## config.mk

```make
export PLATFORM = sky130hd
export DESIGN_NAME = ext_irq_ctrl
export DESIGN_NICKNAME = d
export VERILOG_FILES = /design/src/rtl/eirq_pkg.sv /design/src/rtl/eirq_src_mux.sv /design/src/rtl/eirq_edge_det.sv /design/src/rtl/eirq_regs.sv /design/src/rtl/ext_irq_ctrl.sv
export SDC_FILE = /design/constraint.sdc
export NUM_CORES = 1
export LEC_CHECK = 0
export BUFFER_PORTS_ARGS = -buffer_cell sky130_fd_sc_hd__buf_2
export CORE_MARGIN = 2
export CORE_UTILIZATION = 50
export CTS_CLUSTER_DIAMETER = 200
export CTS_CLUSTER_SIZE = 14
export DETAILED_ROUTE_END_ITERATION = 10
export PLACE_DENSITY = 0.73
export SLEW_MARGIN = 10
export SYNTH_ARGS = -nofsm -noshare
export SYNTH_HDL_FRONTEND = slang
export SYNTH_HIERARCHICAL = 1
export SYNTH_SLANG_ARGS = --single-unit
```

## constraint.sdc

```tcl
create_clock -name clk -period 3.2 [get_ports clk]
set_clock_uncertainty 0.1 [all_clocks]
set_input_delay 0.48 -clock clk [delete_from_list [all_inputs] [get_ports clk]]
set_output_delay 0.48 -clock clk [all_outputs]
set_load 0.01 [all_outputs]
```

## src/rtl/eirq_pkg.sv

```systemverilog
package eirq_pkg;
    localparam int EIRQ_LINES  = 16;
    localparam int EIRQ_PORTS  = 10;
    localparam int EIRQ_SEL_W  = 8;
    localparam int EIRQ_DATA_W = 32;
    localparam int EIRQ_ADDR_W = 4;

    // word addresses
    localparam int A_RISE_EN = 0;
    localparam int A_FALL_EN = 1;
    localparam int A_RPEND   = 2;
    localparam int A_FPEND   = 3;
    localparam int A_MASK    = 4;
    localparam int A_SEL0    = 8;
endpackage

```

## src/rtl/eirq_src_mux.sv

```systemverilog
module eirq_src_mux #(
    parameter int NL    = 16,
    parameter int NP    = 10,
    parameter int SEL_W = 8
) (
    input  logic [NP*NL-1:0]    gpio_in,
    input  logic [NL*SEL_W-1:0] sel_flat,
    output logic [NL-1:0]       pin_o
);
    for (genvar n = 0; n < NL; n++) begin : g_line
        logic [SEL_W-1:0] code;
        assign code = sel_flat[n*SEL_W +: SEL_W];
        always_comb begin
            pin_o[n] = 1'b0;
            for (int p = 0; p < NP; p++) begin
                if (code == SEL_W'(p)) pin_o[n] = gpio_in[p*NL+n];
            end
        end
    end
endmodule

```

## src/rtl/eirq_edge_det.sv

```systemverilog
module eirq_edge_det #(
    parameter int NL = 16
) (
    input  logic          clk,
    input  logic          rst_n,
    input  logic [NL-1:0] pin_i,
    output logic [NL-1:0] rise_o,
    output logic [NL-1:0] fall_o
);
    typedef struct packed {
        logic [NL-1:0] s1;
        logic [NL-1:0] s2;
        logic [NL-1:0] prev;
    } sync_t;

    sync_t st_d, st_q;

    always_comb begin
        st_d      = st_q;
        st_d.s1   = pin_i;
        st_d.s2   = st_q.s1;
        st_d.prev = st_q.s2;
    end

    always_ff @(posedge clk or negedge rst_n) begin
        if (!rst_n) st_q <= '0;
        else        st_q <= st_d;
    end

    assign rise_o = st_q.s2 & ~st_q.prev;
    assign fall_o = ~st_q.s2 & st_q.prev;
endmodule

```

## src/rtl/eirq_regs.sv

```systemverilog
module eirq_regs
    import eirq_pkg::*;
#(
    parameter int NL     = 16,
    parameter int DATA_W = 32,
    parameter int ADDR_W = 4,
    parameter int SEL_W  = 8
) (
    input  logic                clk,
    input  logic                rst_n,
    input  logic                wr_en,
    input  logic [ADDR_W-1:0]   addr,
    input  logic [DATA_W-1:0]   wdata,
    input  logic [NL-1:0]       rise_det,
    input  logic [NL-1:0]       fall_det,
    output logic [DATA_W-1:0]   rdata,
    output logic [NL*SEL_W-1:0] sel_flat,
    output logic [NL-1:0]       rise_en_o,
    output logic [NL-1:0]       fall_en_o,
    output logic [NL-1:0]       rpend_o,
    output logic [NL-1:0]       fpend_o,
    output logic [NL-1:0]       mask_o,
    output logic [NL-1:0]       irq_o
);
    localparam int FIELDS = DATA_W / SEL_W;
    localparam int NSR    = NL / FIELDS;

    typedef struct packed {
        logic [NL-1:0]              rise_en;
        logic [NL-1:0]              fall_en;
        logic [NL-1:0]              rpend;
        logic [NL-1:0]              fpend;
        logic [NL-1:0]              mask;
        logic [NSR-1:0][DATA_W-1:0] sel;
    } regs_t;

    regs_t rg_d, rg_q;
    logic [NL-1:0] clr_r, clr_f;

    always_comb begin
        rg_d  = rg_q;
        clr_r = (wr_en && addr == ADDR_W'(A_RPEND)) ? wdata[NL-1:0] : '0;
        clr_f = (wr_en && addr == ADDR_W'(A_FPEND)) ? wdata[NL-1:0] : '0;
        if (wr_en) begin
            if (addr == ADDR_W'(A_RISE_EN)) rg_d.rise_en = wdata[NL-1:0];
            if (addr == ADDR_W'(A_FALL_EN)) rg_d.fall_en = wdata[NL-1:0];
            if (addr == ADDR_W'(A_MASK))    rg_d.mask    = wdata[NL-1:0];
            for (int k = 0; k < NSR; k++) begin
                if (addr == ADDR_W'(A_SEL0 + k)) rg_d.sel[k] = wdata;
            end
        end
        // detected edge has priority over a same-cycle clear
        rg_d.rpend = (rg_q.rpend & ~clr_r) | (rise_det & rg_q.rise_en);
        rg_d.fpend = (rg_q.fpend & ~clr_f) | (fall_det & rg_q.fall_en);
    end

    always_ff @(posedge clk or negedge rst_n) begin
        if (!rst_n) rg_q <= '0;
        else        rg_q <= rg_d;
    end

    always_comb begin
        rdata = '0;
        if (addr == ADDR_W'(A_RISE_EN)) rdata = DATA_W'(rg_q.rise_en);
        if (addr == ADDR_W'(A_FALL_EN)) rdata = DATA_W'(rg_q.fall_en);
        if (addr == ADDR_W'(A_RPEND))   rdata = DATA_W'(rg_q.rpend);
        if (addr == ADDR_W'(A_FPEND))   rdata = DATA_W'(rg_q.fpend);
        if (addr == ADDR_W'(A_MASK))    rdata = DATA_W'(rg_q.mask);
        for (int k = 0; k < NSR; k++) begin
            if (addr == ADDR_W'(A_SEL0 + k)) rdata = rg_q.sel[k];
        end
    end

    assign sel_flat  = rg_q.sel;
    assign rise_en_o = rg_q.rise_en;
    assign fall_en_o = rg_q.fall_en;
    assign rpend_o   = rg_q.rpend;
    assign fpend_o   = rg_q.fpend;
    assign mask_o    = rg_q.mask;
    assign irq_o     = (rg_q.rpend | rg_q.fpend) & rg_q.mask;
endmodule

```

## src/rtl/ext_irq_ctrl.sv

```systemverilog
module ext_irq_ctrl
    import eirq_pkg::*;
#(
    parameter int NL     = EIRQ_LINES,
    parameter int NP     = EIRQ_PORTS,
    parameter int SEL_W  = EIRQ_SEL_W,
    parameter int DATA_W = EIRQ_DATA_W,
    parameter int ADDR_W = EIRQ_ADDR_W
) (
    input  logic              clk,
    input  logic              rst_n,
    input  logic [NP*NL-1:0]  gpio_in,
    input  logic              reg_wr_en,
    input  logic [ADDR_W-1:0] reg_addr,
    input  logic [DATA_W-1:0] reg_wdata,
    output logic [DATA_W-1:0] reg_rdata,
    output logic [NL-1:0]     irq_o
);
    logic [NL*SEL_W-1:0] sel_flat;
    logic [NL-1:0]       pin_sel, rise_det, fall_det;
    logic [NL-1:0]       rise_en_w, fall_en_w, rpend_w, fpend_w, mask_w;

    eirq_src_mux #(.NL(NL), .NP(NP), .SEL_W(SEL_W)) mux_i (
        .gpio_in  (gpio_in),
        .sel_flat (sel_flat),
        .pin_o    (pin_sel)
    );

    eirq_edge_det #(.NL(NL)) edge_i (
        .clk    (clk),
        .rst_n  (rst_n),
        .pin_i  (pin_sel),
        .rise_o (rise_det),
        .fall_o (fall_det)
    );

    eirq_regs #(.NL(NL), .DATA_W(DATA_W), .ADDR_W(ADDR_W), .SEL_W(SEL_W)) regs_i (
        .clk       (clk),
        .rst_n     (rst_n),
        .wr_en     (reg_wr_en),
        .addr      (reg_addr),
        .wdata     (reg_wdata),
        .rise_det  (rise_det),
        .fall_det  (fall_det),
        .rdata     (reg_rdata),
        .sel_flat  (sel_flat),
        .rise_en_o (rise_en_w),
        .fall_en_o (fall_en_w),
        .rpend_o   (rpend_w),
        .fpend_o   (fpend_w),
        .mask_o    (mask_w),
        .irq_o     (irq_o)
    );
endmodule

```

==> impl_metrics.env, run 1 <==
export IMPL_fill_cells=2123
export IMPL_holdWs_ps=123
export IMPL_yosys_warnings=6
export IMPL_critPathKind="flop to output pin"
export IMPL_die_h_um=167
export IMPL_worst_path_buf_inv=1
export IMPL_cp_cell_sequence="mux2_2, a32o_1, a221oi_1, a211oi_1, buf_2"
export IMPL_grt_setup_unrepaired="no"
export IMPL_viasPerCell=6.13
export IMPL_dieArea_sq_um=27900
export IMPL_core_area_sq_um=26100
export IMPL_antenna_found_initial=2
export IMPL_io_buffers=246
export IMPL_syn_to_final_growth_pct=17.6
export IMPL_power_total_w=0.00988
export IMPL_insertedDiodeCount=0
export IMPL_clkLatencyLatePin_ps=520
export IMPL_final_setup_tns_ps=0
export IMPL_syn_avg_cell_area_sq_um=13.2
export IMPL_irDropWorstVdd_v=0.000382
export IMPL_start_util_pct=50.9
export IMPL_grt_overflow=0
export IMPL_cp_arrival_ps=2150
export IMPL_worstHoldPathType="input port to flop"
export IMPL_syn_area_sq_um=13300
export IMPL_dr_pass1_iters=5
export IMPL_drc=0
export IMPL_cts_buffers=22
export IMPL_cts_resized=0
export IMPL_synth_cell_types=50
export IMPL_crit_path_max_fanout=8
export IMPL_maxCapViolations=0
export IMPL_fin_nets=1460
export IMPL_setup_viol=0
export IMPL_crit_path_top_delay_cell="dfrtp_1"
export IMPL_fin_crit_ps=2730
export IMPL_cp_top_family="compound AO/OA/AOI/OAI gates"
export IMPL_ios=247
export IMPL_die_w_um=167
export IMPL_clkTransAtPathRegs_ps=70
export IMPL_wl_um=35500
export IMPL_cp_required_ps=2620
export IMPL_max_stage_delay_ps=510
export IMPL_clockBufferDepth=3
export IMPL_num_vias=9786
export IMPL_htreeDepth=1
export IMPL_cts_sinks=256
export IMPL_cts_tree="yes"
export IMPL_synth_nets=1208
export IMPL_power_density_nw_per_um2=633
export IMPL_finalCritPeriodShare_pct=85.4
export IMPL_crit_path_start_kind="flop"
export IMPL_root_buffer="clkbuf_16"
export IMPL_gp_congestion=0.904
export IMPL_globalRouteTotalUtil_pct=25.4
export IMPL_drive_above_1_share_pct=46.3
export IMPL_worst_slew_pin_slew_ps=1080
export IMPL_drt_iter0_markers=648
export IMPL_synth_ff_type="dfrtp_1"
export IMPL_async_flop_share_pct=100
export IMPL_syn_inst=1009
export IMPL_fmax_mhz=366
export IMPL_routedWlPerCell_um=22.2
export IMPL_dp_hpwl_um=25300
export IMPL_power_leakage_nw=7.40
export IMPL_row_count=59
export IMPL_first_global_vias=9900
export IMPL_status="finished, final reports clean"
export IMPL_hold_viol=0
export IMPL_slew_viol_final=0
export IMPL_synth_seq_area_share_pct=48.3
export IMPL_ys_ff_latch=256
export IMPL_timing_slew_headroom_pct=27.7
export IMPL_end_kind="output pin"
export IMPL_grt_max_degree=92
export IMPL_grt_pass1_wl_um=56200
export IMPL_drtAntennaViolNets=0
export IMPL_synth_edf_count=0
-- cell usage after synthesis, drive strengths merged (4+ instances only) --
master  instances  share of area (%)
mux4           44                7.5
and2b          33                2.2
nor4           16               0.75
nor2           11               0.37
mux2i          33                2.5
a21o           22                1.2
a222oi         11               0.83
nor3b          34                2.0
a311oi          4               0.26
dfrtp         256                 48
mux2          207                 18
o22ai          20               0.94
clkbuf          8               0.23
nand3          11               0.41
o311a          16                1.2
a22o           32                2.1
o21a           16               0.91
or2b           16               0.91
o22a            4               0.26
or2            16               0.75
nand2          56                1.6
and2           16               0.75
a21oi          11               0.41
and3b          16                1.1
o21bai         16               0.91
o21ai          22               0.83
buf            40                1.9
nor2b           6               0.28
-- state kept, by name, indices dropped and copies added, names as in the netlist --
signal	flops
regs_i/rpend_o	16
regs_i/mask_o	16
regs_i/fall_en_o	16
regs_i/fpend_o	16
regs_i/sel_flat	128
regs_i/rise_en_o	16
edge_i/st_q	16
edge_i/st_d	32
-- cell usage in the layout (no fill, tap or decap), types with 2 or more instances in the layout --
cell	n
and3b_1	16
nand3b_1	2
or2_2	16
o21bai_1	16
o21ai_0	22
nor2_4	2
o22a_1	4
dfrtp_1	256
mux2_2	176
nor2_1	9
mux2_4	9
a21o_1	22
a222oi_1	11
o22ai_1	20
and2_1	16
o311a_1	16
nor3b_1	33
nand2b_1	2
buf_4	20
buf_12	10
nor4_1	16
mux2_1	22
o21a_1	16
or2b_1	16
a22o_1	32
a21oi_1	11
nand2_1	56
clkbuf_16	23
nand3_1	10
mux4_2	44
nor2b_1	6
a311oi_1	4
mux2i_1	33
buf_2	244
and2b_2	32
-- kinds of logic after synthesis --
| kind of cell | count (synthesis) | synth area share [%] |
|---|---|---|
| compound gates | 177 | 10.1 |
| flops | 256 | 48.3 |
| buf+inv | 49 | 2.12 |
| mux | 284 | 27.8 |
| simple gates | 243 | 11.7 |
-- final cells by class --
type,count,area [sq um],share of cell area [%]
Tap cell,335,419,2.68
Timing Repair Buffer,276,1600,10.2
Clock inverter,1,11.3,0.0721
Clock buffer,23,576,3.69
Sequential cell,256,6410,41.0
Inverter,1,3.75,0.0240
Multi-Input combinational cell,704,6600,42.3
-- power breakdown --
group	total (W)	internal (W)	switching [W]
Combinational	0.00250	0.00156	0.000945
Sequential	0.00497	0.00405	0.000918
Clock	0.00241	0.00127	0.00114
Total	0.00988	0.00688	0.00300
-- repair_timing --
action	in CTS	in global routing
hold endpoints to repair	59	0
hold buffers	1	0
buffers inserted	0	0
-- worst paths after layout --
path / end / start / slack (ps) / depth (start not counted)
setup / recovery: reg_rdata[8] / regs_i/sel_flat[104] / 470 / 5
hold / removal: regs_i/sel_flat[59] / reg_wdata[27] / 120 / 2
setup reg to reg: edge_i/st_d[29] / regs_i/sel_flat[104] / 1300 / 3
hold reg to reg: edge_i/st_d[4] / edge_i/st_d[20] / 250 / 0
max in group asynchronous: regs_i/sel_flat[2] / rst_n / 1750 / 3
min in group asynchronous: regs_i/fall_en_o[5] / rst_n / 400 / 2
-- metrics by stage --
step           std cells  area (sq um)  util [%]  setup WS [ps]
2_1_floorplan       1009         13300         -            913
3_3_place_gp        1571         15000      57.6            517
3_5_place_dp        1571         15000      57.6            525
4_1_cts             1596         15600      59.9            484
5_1_grt             1596         15600      59.9            369
6_report            1596         15600      59.9            466
-- layer usage --
| metal | global-route usage (%) | up-vias | share of wire [%] |
|---|---|---|---|
| met4 | 7.20 | 4 | 2.5 |
| met5 | 0 | - | 0.076 |
| met1 | 35.5 | 4960 | 42 |
| li1 | - | 4335 | - |
| met2 | 41.7 | 423 | 49 |
| met3 | 3.47 | 64 | 6.5 |
Power figures use the tool's default switching activity.
==> run 2, diff against run 1 <==
--- a/config.mk
+++ b/config.mk
@@ -7,11 +7,12 @@
 export LEC_CHECK = 0
 export BUFFER_PORTS_ARGS = -buffer_cell sky130_fd_sc_hd__buf_2
 export CORE_MARGIN = 2
-export CORE_UTILIZATION = 50
+export CORE_UTILIZATION = 45
 export CTS_CLUSTER_DIAMETER = 200
 export CTS_CLUSTER_SIZE = 14
 export DETAILED_ROUTE_END_ITERATION = 10
-export PLACE_DENSITY = 0.73
+export HOLD_SLACK_MARGIN = 0.08
+export PLACE_DENSITY = 0.67
 export SLEW_MARGIN = 10
 export SYNTH_ARGS = -nofsm -noshare
 export SYNTH_HDL_FRONTEND = slang
==> constraint.sdc (replaced) <==
create_clock -name clk -period 2.7 [get_ports clk]
set_clock_uncertainty 0.1 [all_clocks]
set_input_delay 0.405 -clock clk [delete_from_list [all_inputs] [get_ports clk]]
set_output_delay 0.405 -clock clk [all_outputs]
set_load 0.01 [all_outputs]
==> impl_metrics.env, run 2 (synthesized netlist as in run 1, its figures left out) <==
export IMPL_status="finished, final reports clean"
export IMPL_gp_congestion=0.864
export IMPL_clkLatencyLatePin_ps=510
export IMPL_drc=0
export IMPL_fmax_mhz=380
export IMPL_crit_path_start_kind="flop"
export IMPL_finalCritPeriodShare_pct=97.4
export IMPL_die_h_um=176
export IMPL_min_delay_start="reg_wdata[11]"
export IMPL_worstHoldPathType="input port to flop"
export IMPL_mostFrequentLayoutCells="dfrtp_1 (256), buf_2 (244), mux2_2 (176), nand2_1 (56), mux4_2 (44)"
export IMPL_cp_top_family="compound AO/OA/AOI/OAI gates"
export IMPL_critPathKind="flop to output pin"
export IMPL_row_count=62
export IMPL_clkTransAtPathRegs_ps=70
export IMPL_drt_iter0_markers=650
export IMPL_routedWlPerCell_um=22.1
export IMPL_grt_max_degree=60
export IMPL_dp_cells=1640
export IMPL_wl_um=37200
export IMPL_drtAntennaViolNets=0
export IMPL_grt_pass1_wl_um=57400
export IMPL_regToRegEndpoint="edge_i/st_d[17]"
export IMPL_fin_nets=1496
export IMPL_drive_above_1_share_pct=46.6
export IMPL_worst_path_buf_inv=1
export IMPL_stdcell_count=1681
export IMPL_grt_setup_unrepaired="no"
export IMPL_dp_slack_ps=133
export IMPL_clockBufferDepth=3
export IMPL_timing_slew_headroom_pct=40.0
export IMPL_num_vias=9817
export IMPL_final_setup_tns_ps=0
export IMPL_dp_hpwl_um=26900
export IMPL_fill_cells=2484
export IMPL_cts_sinks=256
export IMPL_die_w_um=176
export IMPL_first_global_vias=10000
export IMPL_irDropWorstVdd_v=0.000399
export IMPL_maxCapViolations=0
export IMPL_viasPerCell=5.84
export IMPL_reg2reg_depth=3
export IMPL_core_area_sq_um=28900
export IMPL_cp_arrival_ps=2120
export IMPL_syn_to_final_growth_pct=20.6
export IMPL_power_density_nw_per_um2=733
export IMPL_slew_viol_final=0
export IMPL_max_stage_delay_ps=520
export IMPL_setup_slack_ps=71.1
export IMPL_cp_required_ps=2190
export IMPL_crit_path_max_fanout=8
export IMPL_globalRouteTotalUtil_pct=23.9
export IMPL_cts_tree="yes"
export IMPL_hold_viol=0
export IMPL_final_common_cell="dfrtp_1"
export IMPL_cp_cell_sequence="mux2_2, a32o_1, a221oi_1, a211oi_1, buf_2"
export IMPL_htreeDepth=1
export IMPL_grt_overflow=0
export IMPL_r2r_slack_ps=730
export IMPL_rr_startpoint="regs_i/sel_flat[10]"
export IMPL_insertedDiodeCount=0
export IMPL_cts_buffers=22
export IMPL_hold_depth=2
export IMPL_end_kind="output pin"
export IMPL_dr_pass1_iters=7
export IMPL_cts_resized=0
export IMPL_holdPathEnd="regs_i/mask_o[11]"
export IMPL_fin_crit_ps=2630
export IMPL_root_buffer="clkbuf_16"
export IMPL_antenna_found_initial=2
export IMPL_worst_slew_pin_slew_ps=894
export IMPL_ios=247
export IMPL_largest_reg_flops=128
export IMPL_io_buffers=246
export IMPL_final_core_util_pct=55.5
export IMPL_setup_viol=0
export IMPL_start_util_pct=46.0
export IMPL_power_leakage_nw=7.58
export IMPL_crit_path_top_delay_cell="dfrtp_1"
export IMPL_dieArea_sq_um=30900
-- run 2: how the worst max path moves through the flow --
stage,startpoint,to,slack [ps],depth (start not counted)
after CTS,regs_i/sel_flat[72],reg_rdata[8],70,5
after floorplan,reg_addr[0],reg_rdata[10],560,6
after global placement,reg_addr[3],reg_rdata[13],-320,6
final,regs_i/sel_flat[104],reg_rdata[8],70,5
after detailed placement,reg_addr[3],reg_rdata[8],130,8
after global routing,regs_i/sel_flat[72],reg_rdata[8],5,5
-- run 2: through the flow --
| step | power (W) | instance area (sq um) | hold slack [ps] |
|---|---|---|---|
| 3_3_place_gp | 0.00881 | 15300 | 233 |
| 5_1_grt | 0.0123 | 16000 | 153 |
| 3_5_place_dp | 0.00889 | 15300 | 235 |
| 6_report | 0.0117 | 16000 | 145 |
| 2_1_floorplan | 0.00768 | 13300 | 9.41 |
| 4_1_cts | 0.0118 | 16000 | 125 |
-- run 2: cell type report --
cell class | instances | area, sq um | area share [%]
multi-input cells | 704 | 6600 | 41.2
clock buffers | 23 | 576 | 3.59
clock inverters | 1 | 11.3 | 0.0703
repair buffers | 312 | 1930 | 12.1
well taps | 384 | 480 | 3.00
flip-flops and latches | 256 | 6410 | 40.0
inverters | 1 | 3.75 | 0.0234
-- run 2: routing by layer --
layer  share of wire, %  GRT usage (%)  up-vias
met4                3.1           7.47        4
met1                 43           32.1     4930
met2                 47           39.7      416
li1                   -              -     4400
met3                6.7           4.24       67
met5              0.064              0        -
-- run 2: where the power goes --
| group | switching (W) | total [W] | internal (W) |
|---|---|---|---|
| clock network | 0.00135 | 0.00286 | 0.00151 |
| logic | 0.00113 | 0.00300 | 0.00188 |
| registers | 0.00107 | 0.00587 | 0.00480 |
| total | 0.00355 | 0.0117 | 0.00818 |
-- run 2: what timing repair did --
action                                 CTS  global route
hold buffers                            17             0
buffers inserted                         0             0
endpoints found under the hold margin  111             0
-- run 2: worst reg2reg max path: stages, from the launching register on --
cell and delay (ps):
dfrtp_1 680, mux2i_1 440, o22ai_1 250, o311a_1 380
